`config.mk`:
```
export PLATFORM = sky130hd
export DESIGN_NAME = nest_irq_ctrl
export DESIGN_NICKNAME = d
export VERILOG_FILES = /design/src/rtl/nest_irq_ctrl.sv
export SDC_FILE = /design/constraint.sdc
export NUM_CORES = 1
export LEC_CHECK = 0
export ABC_AREA = 1
export BUFFER_PORTS_ARGS = -buffer_cell sky130_fd_sc_hd__buf_2
export CAP_MARGIN = 20
export CORE_ASPECT_RATIO = 0.75
export CORE_MARGIN = 2
export CORE_UTILIZATION = 50
export CTS_CLUSTER_DIAMETER = 60
export DETAILED_ROUTE_END_ITERATION = 7
export GPL_TIMING_DRIVEN = 1
export PLACE_DENSITY = 0.75
export SLEW_MARGIN = 30
export SYNTH_ARGS = -nofsm -noshare
export SYNTH_HDL_FRONTEND = slang
export SYNTH_SLANG_ARGS = --single-unit
```
`constraint.sdc`:
```
create_clock -name clk -period 22.3 [get_ports clk]
set_input_delay 4.46 -clock clk [delete_from_list [all_inputs] [get_ports clk]]
set_output_delay 4.46 -clock clk [all_outputs]
set_load 0.01 [all_outputs]
```
`src/rtl/nest_irq_ctrl.sv`:
```
module nest_irq_ctrl #(
  parameter int N        = 8,
  parameter int DEPTH    = 8,
  parameter int VEC_BASE = 16,
  parameter int VEC_W    = 8,
  parameter int AW       = 6,
  parameter int DW       = 32
) (
  input  logic             clk,
  input  logic             rst_n,
  input  logic [N-1:0]     irq_in,
  input  logic             cfg_valid,
  input  logic [AW-1:0]    cfg_addr,
  input  logic [DW-1:0]    cfg_wdata,
  output logic [DW-1:0]    cfg_rdata,
  output logic             irq_req,
  output logic [VEC_W-1:0] irq_vec,
  output logic [2:0]       irq_prio,
  input  logic             irq_ack,
  input  logic             irq_done,
  output logic             cur_busy,
  output logic [2:0]       cur_prio
);
  localparam int IW  = (N > 1) ? $clog2(N) : 1;
  localparam int TW  = (DEPTH > 1) ? $clog2(DEPTH) : 1;
  localparam int SPW = $clog2(DEPTH + 1);
  localparam logic [AW-1:0] A_GIE = AW'(0);
  localparam logic [AW-1:0] A_EN  = AW'(1);
  localparam logic [AW-1:0] A_SET = AW'(2);
  localparam logic [AW-1:0] A_CLR = AW'(3);
  localparam logic [AW-1:0] A_MOD = AW'(4);
  localparam int A_PRI = 8;

  logic          gie;
  logic [N-1:0]  en, pend, pulse_m, irq_q, act;
  logic [2:0]    prio [N];
  logic [IW-1:0] stk_line [DEPTH];
  logic [2:0]    stk_prio [DEPTH];
  logic [SPW-1:0] sp;
  logic [TW-1:0] top_i, push_i;

  logic          win_ok;
  logic [IW-1:0] win_idx;
  logic [2:0]    win_p;
  logic [N-1:0]  cand;

  assign cand = pend & en & ~act;

  always_comb begin
    win_ok  = 1'b0;
    win_idx = '0;
    win_p   = 3'd7;
    for (int i = 0; i < N; i++)
      if (cand[i] && (!win_ok || prio[i] < win_p)) begin
        win_ok  = 1'b1;
        win_idx = IW'(i);
        win_p   = prio[i];
      end
  end

  assign top_i    = TW'(sp - SPW'(1));
  assign push_i   = TW'(sp);
  assign cur_busy = (sp != '0);
  assign cur_prio = cur_busy ? stk_prio[top_i] : 3'd0;

  assign irq_req  = gie && win_ok && (!cur_busy || win_p < cur_prio);
  assign irq_vec  = VEC_W'(VEC_BASE) + VEC_W'(win_idx);
  assign irq_prio = win_p;

  logic push, pop;
  assign push = irq_ack && irq_req && !irq_done;
  assign pop  = irq_done && cur_busy;

  logic [N-1:0] act_n, sw_set, sw_clr, ack_clr, hw_set;

  always_comb begin
    act_n = act;
    if (pop)  act_n[stk_line[top_i]] = 1'b0;
    if (push) act_n[win_idx] = 1'b1;
    ack_clr = '0;
    if (push) ack_clr[win_idx] = 1'b1;
  end

  assign sw_set = (cfg_valid && cfg_addr == A_SET) ? cfg_wdata[N-1:0] : '0;
  assign sw_clr = (cfg_valid && cfg_addr == A_CLR) ? cfg_wdata[N-1:0] : '0;
  assign hw_set = (pulse_m & irq_in & ~irq_q) | (~pulse_m & irq_in & ~act_n);

  always_ff @(posedge clk) begin
    if (!rst_n) begin
      gie     <= 1'b0;
      en      <= '0;
      pend    <= '0;
      pulse_m <= '0;
      irq_q   <= '0;
      act     <= '0;
      sp      <= '0;
      for (int i = 0; i < N; i++) prio[i] <= 3'd0;
      for (int d = 0; d < DEPTH; d++) begin
        stk_line[d] <= '0;
        stk_prio[d] <= 3'd0;
      end
    end else begin
      irq_q <= irq_in;
      act   <= act_n;
      pend  <= (pend & ~sw_clr & ~ack_clr) | sw_set | hw_set;
      if (cfg_valid) begin
        if (cfg_addr == A_GIE) gie <= cfg_wdata[0];
        if (cfg_addr == A_EN)  en <= cfg_wdata[N-1:0];
        if (cfg_addr == A_MOD) pulse_m <= cfg_wdata[N-1:0];
        for (int i = 0; i < N; i++)
          if (cfg_addr == AW'(A_PRI + i)) prio[i] <= cfg_wdata[2:0];
      end
      if (push) begin
        stk_line[push_i] <= win_idx;
        stk_prio[push_i] <= win_p;
        sp <= sp + SPW'(1);
      end else if (pop) begin
        sp <= sp - SPW'(1);
      end
    end
  end

  always_comb begin
    cfg_rdata = '0;
    case (cfg_addr)
      A_GIE:        cfg_rdata = DW'(gie);
      A_EN:         cfg_rdata = DW'(en);
      A_SET, A_CLR: cfg_rdata = DW'(pend);
      A_MOD:        cfg_rdata = DW'(pulse_m);
      default:
        for (int i = 0; i < N; i++)
          if (cfg_addr == AW'(A_PRI + i)) cfg_rdata = DW'(prio[i]);
    endcase
  end

  p_vec_range_r3: assert property (@(posedge clk) disable iff (!rst_n)
    irq_req |-> (irq_vec >= VEC_W'(VEC_BASE) && irq_vec < VEC_W'(VEC_BASE + N)));

  p_preempt_strict_r6: assert property (@(posedge clk) disable iff (!rst_n)
    (irq_req && cur_busy) |-> (irq_prio < cur_prio));

  p_ack_push_r5: assert property (@(posedge clk) disable iff (!rst_n)
    push |=> (cur_busy && cur_prio == $past(irq_prio)));

  p_done_pop_r7: assert property (@(posedge clk) disable iff (!rst_n)
    pop |=> (sp == $past(sp) - SPW'(1)));

  p_stack_bound_r5: assert property (@(posedge clk) disable iff (!rst_n)
    sp <= SPW'(DEPTH));
endmodule

```
==> reports/results.tsv, run 1 <==
metric	value	unit
fmax	70.62	MHz
ios	99	
grtUsageTotal	23.54	%
avgRoutedWirePerCell	15.13	um
h-tree-depth	4	
drt_pass1_iterations	7	
async_flop_share	0	%
core_area	13560	um^2
ys_seq_elements	117	
synth_flop_cell	edfxtp_1	
highest_layer	met4	
crit_type	flip-flop to output port	
ys_seq_area_share	44.48	%
worst_pin_slew	0.9627	ns
status	complete, no violations	
cp_slowest_stage_delay	0.71	ns
tritoncts	done	
multi_input_area	3159	um^2
cp.arrival	9.70	ns
cts-resized-gates	0	
cts-root-buf	clkbuf_16	
wl_met1	8.237	mm
synthToLayoutAreaGrowth	10.94	%
final_layout_size_suffix_gt1_share	12.24	%
whs	0.4847	ns
port_buffers	45	
synth.most_common_cell	nand2_1	
rsz0062_at_grt	no	
dr_total_vias	6064	
synth_cell_types	37	
die_w	139.5	um
grt_pass1_vias	5472	
fillCellCount	1279	
fin_cells	1139	
dp_hpwl	12.34	mm
slew_viol_final	0	
worst_slack	8.140	ns
antenna_left	0	
wl	17.23	mm
drt_iter0_markers	453	
grt_max_degree	48	
nNetsFinal	1015	
power.total	0.7246	mW
overflow	0	
clk_path_buf_depth	2	
gp_congestion	0.9360	
finClkSkew	0.008697	ns
wl_met2	7.424	mm
cts_num_sinks	117	
syn-cell-area	6885	um^2
core.rowCount	37	
final_cell_area	7639	um^2
dp_cells	1107	
ys_warn_count	0	
cap_violations	0	
grt_pass1_wl	27.34	mm
hold_class	flip-flop to flip-flop	
postCtsSetupBuffers	0	
clk_latency	0.42	ns
p_per_area	94.86	nW/um^2
synth_commonest_cells	nand2_1, nor2_1, inv_1, edfxtp_1, o21ai_0	
synthesis.instances	911	
antenna-diode-count	0	
synth_edf_count	72	
grt_antenna_before_repair	0	
preCtsSetupSlack	8.687	ns
place_area	7112	um^2
regArea	3064	um^2
die_h	105.6	um
drc_errors	0	
clk_pin_slew	0.05	ns
die_area	14730	um^2
worstSetupStartpointType	flip-flop	
via_per_inst	5.324	
period_minus_slack	14.16	ns
synth_area_leaders	edfxtp_1, dfxtp_1, nand2_1	
final_core_util	56.31	%
yosysTopAreaCell	edfxtp_1	
cts_buffers	17	
finalSetupViolations	0	
ir_worst_vdd	0.06869	mV
postCtsHoldBufs	0	
end_kind	output port	
finalSetupTns	0	ns
wl_met3	1.313	mm
finalHoldViolations	0	
p_leak	3.455	nW
finalCritPeriodShare	63.50	%
start_util	50.76	%
cp_max_fo	9	
cp_common_cell	nand2_1	
synth_area_per_cell	7.558	um^2
yosysTopAreaCellShare	31.40	%
crit_required	17.84	ns
crit_slowest_cell	o21ai_1	
relSlewSlack	35.33	%
## state kept, by name, indices dropped and copies added (netlist names), 4 cells and up
register / flops
stk_prio: 24
sp: 4
pend: 8
stk_line: 24
prio: 24
act: 8
en: 8
pulse_m: 8
irq_q: 8
## worst paths after layout
check / startpoint / endpoint / slack, ns / depth (start not counted)
max reg2reg: en[0] / stk_line[0][1] / 11.68 / 67
min: gie / gie / 0.48 / 2
min reg2reg: gie / gie / 0.48 / 2
max: en[0] / irq_req / 8.14 / 64
## layout make-up
cell class | instances | area share (%)
timing repair buffer | 47 | 3.145
clock inverter | 10 | 0.7207
inverter | 116 | 5.700
tap | 175 | 2.867
sequential | 117 | 40.11
clock buffer | 22 | 6.093
multi-input combinational | 652 | 41.36
## report_power, final
group          leakage, nW  switching, mW  internal [mW]  total, mW
Combinational         2.10          0.160         0.0654      0.225
Sequential            1.09         0.0161          0.241      0.257
Clock                0.263         0.0955          0.147      0.242
## cell usage in the layout (no fill, tap or decap), drive strengths merged
cell and instances:
clkinv 12, ha 13, dfxtp 45, a31oi 1, o22ai 10, nor2 157, nand4 12, a21oi 36
o21ai 73, clkbuf 22, or2 1, nand3 55, edfxtp 72, a22oi 1, clkinvlp 1, xnor2 2
o221ai 7, inv 113, conb 29, a21boi 1, o211ai 2, o21a 1, a221oi 2, nand2 201
buf 47, xor2 2, nor3 38, nand3b 8
## worst max-delay path, delay by kind of cell (launching register included)
family	cells	cell delay, ns
AOI/OAI and AO/OA	10	2.81
adders and majority gates	8	2.34
buffers and inverters	9	0.65
DFF	1	0.38
and+or+nand+nor	37	3.08
## layer usage
| metal | GRT usage (%) | up-vias |
|---|---|---|
| li1 | - | 3027 |
| met1 | 34.23 | 2795 |
| met5 | 0 | - |
| met2 | 35.19 | 216 |
| met3 | 5.634 | 26 |
| met4 | 6.349 | 0 |
## logic make-up after synthesis
| group | count (synthesis) | synth area share [%] |
|---|---|---|
| and+or+nand+nor | 472 | 30.58 |
| buffers and inverters | 169 | 11.18 |
| AOI/OAI and AO/OA | 134 | 10.78 |
| DFF | 117 | 44.48 |
| adders and majority gates | 13 | 2.362 |
| xor gates and xnor gates | 4 | 0.5089 |
| other | 2 | 0.1091 |
No activity file was read; power rests on OpenSTA's default activity.
==> inputs of run 2 (changes only) <==
- clock period: 22.3 -> 14.22 ns (I/O delays scaled with it)
==> run 2 against run 1 <==
Clock-buffer cell count increased by 2; core utilization increased by 0.81 points; routed wire length decreased by 0.95%; flip-flop and latch count unchanged; setup slack got worse by 6.5 ns; register-to-register slack got worse by 8.1 ns; largest cell class unchanged; via count decreased by 0.35%; global-route usage decreased by 0.23 points.
==> reports/results.tsv, run 2 (synthesized netlist as in run 1, its figures left out) <==
metric	value	unit
cp_common_cell	nand2_1	
core.rowCount	37	
preCtsSetupSlack	2.184	ns
grt_max_degree	48	
finalSetupTns	0	ns
clk_latency	0.42	ns
crit_required	11.38	ns
port_buffers	45	
die_area	14730	um^2
drt_pass1_iterations	5	
finalHoldViolations	0	
avgRoutedWirePerCell	14.98	um
clk_pin_slew	0.05	ns
clk_path_buf_depth	2	
hold_class	flip-flop to flip-flop	
rsz0062_at_grt	no	
finalSetupViolations	0	
ir_worst_vdd	0.1335	mV
layout_commonest_cell	nand2_1	
power.total	1.210	mW
cap_violations	0	
p_per_area	156.2	nW/um^2
antenna_left	0	
cts_num_sinks	117	
cts-resized-gates	0	
grt_pass1_vias	5313	
postCtsHoldBufs	0	
fmax	79.73	MHz
wl	17.06	mm
slew_viol_final	0	
drc_errors	0	
grt_antenna_before_repair	0	
fillCellCount	1260	
relSlewSlack	36.30	%
worst_pin_slew	0.9455	ns
final_cell_mix	nand2_1, nor2_1, inv_1	
postCtsSetupBuffers	0	
end_kind	output port	
finClkSkew	0.009355	ns
h-tree-depth	4	
synthToLayoutAreaGrowth	12.54	%
p_leak	3.503	nW
final_core_util	57.13	%
via_per_inst	5.306	
cp_max_fo	9	
grt_pass1_wl	26.92	mm
die_w	139.5	um
cp_slowest_stage_delay	0.73	ns
worst_slack	1.678	ns
crit_type	flip-flop to output port	
nNetsFinal	1015	
antenna-diode-count	0	
cts_buffers	17	
gp_congestion	0.9373	
final_layout_size_suffix_gt1_share	12.45	%
overflow	0	
grtUsageTotal	23.30	%
core_area	13560	um^2
period_minus_slack	12.54	ns
reg_top3	prio x24, stk_line x24, stk_prio x24	
drt_iter0_markers	487	
crit_slowest_cell	o21ai_1	
cp.arrival	9.70	ns
start_util	50.76	%
cts-root-buf	clkbuf_16	
finalCritPeriodShare	88.20	%
dp_hpwl	12.13	mm
dr_total_vias	6043	
tritoncts	done	
die_h	105.6	um
ios	99	
status	complete, no violations	
worstSetupStartpointType	flip-flop	
[run 2: power breakdown]
part,switching (mW),internal [mW],total [mW]
registers,0.0252,0.378,0.403
logic,0.251,0.103,0.354
clock network,0.150,0.303,0.453
total,0.426,0.784,1.21
[run 2: layout make-up]
cell class	instances	area [um^2]	area share [%]
clock inverter	8	117.6	1.518
tap	175	219.0	2.826
sequential	117	3064	39.54
clock buffer	24	513.0	6.620
multi-input combinational	652	3159	40.77
timing repair buffer	47	240.2	3.100
inverter	116	435.4	5.619
[run 2: routing by layer]
metal / part of all wire [%] / routed length, um / up-vias / global-route usage, %
li1: - / - / 3025 / -
met1: 48 / 8179 / 2767 / 34.37
met2: 43 / 7298 / 225 / 33.12
met3: 7.7 / 1313 / 26 / 5.498
met4: 1.6 / 274 / 0 / 8.730
met5: 0 / 0 / - / 0
[run 2: worst max-delay path: cells and delay by family, from the launching register on]
kind / cells / cell delay [ns]
buffers and inverters: 8 / 0.58
AO/OA/AOI/OAI: 11 / 3.02
AND/OR/NAND/NOR: 35 / 2.91
adder cells (fa/ha/maj): 8 / 2.36
flip-flops: 1 / 0.36
[run 2: stage by stage]
step	cell area (um^2)	cells	hold slack (ns)
final	7749	1139	0.4753
after global routing	7749	1139	0.5049
after CTS	7742	1139	0.4724
after detailed placement	7112	1107	0.4647
after global placement	7112	1107	0.4603
after floorplan	6987	938	0.4457
[run 2: final timing paths]
check	startpoint	endpoint	slack, ns	depth (start not counted)
hold reg to reg	en[2]	en[2]	0.48	2
hold / removal	en[2]	en[2]	0.48	2
setup reg to reg	en[0]	stk_prio[0][2]	3.60	65
setup / recovery	en[0]	irq_req	1.68	62
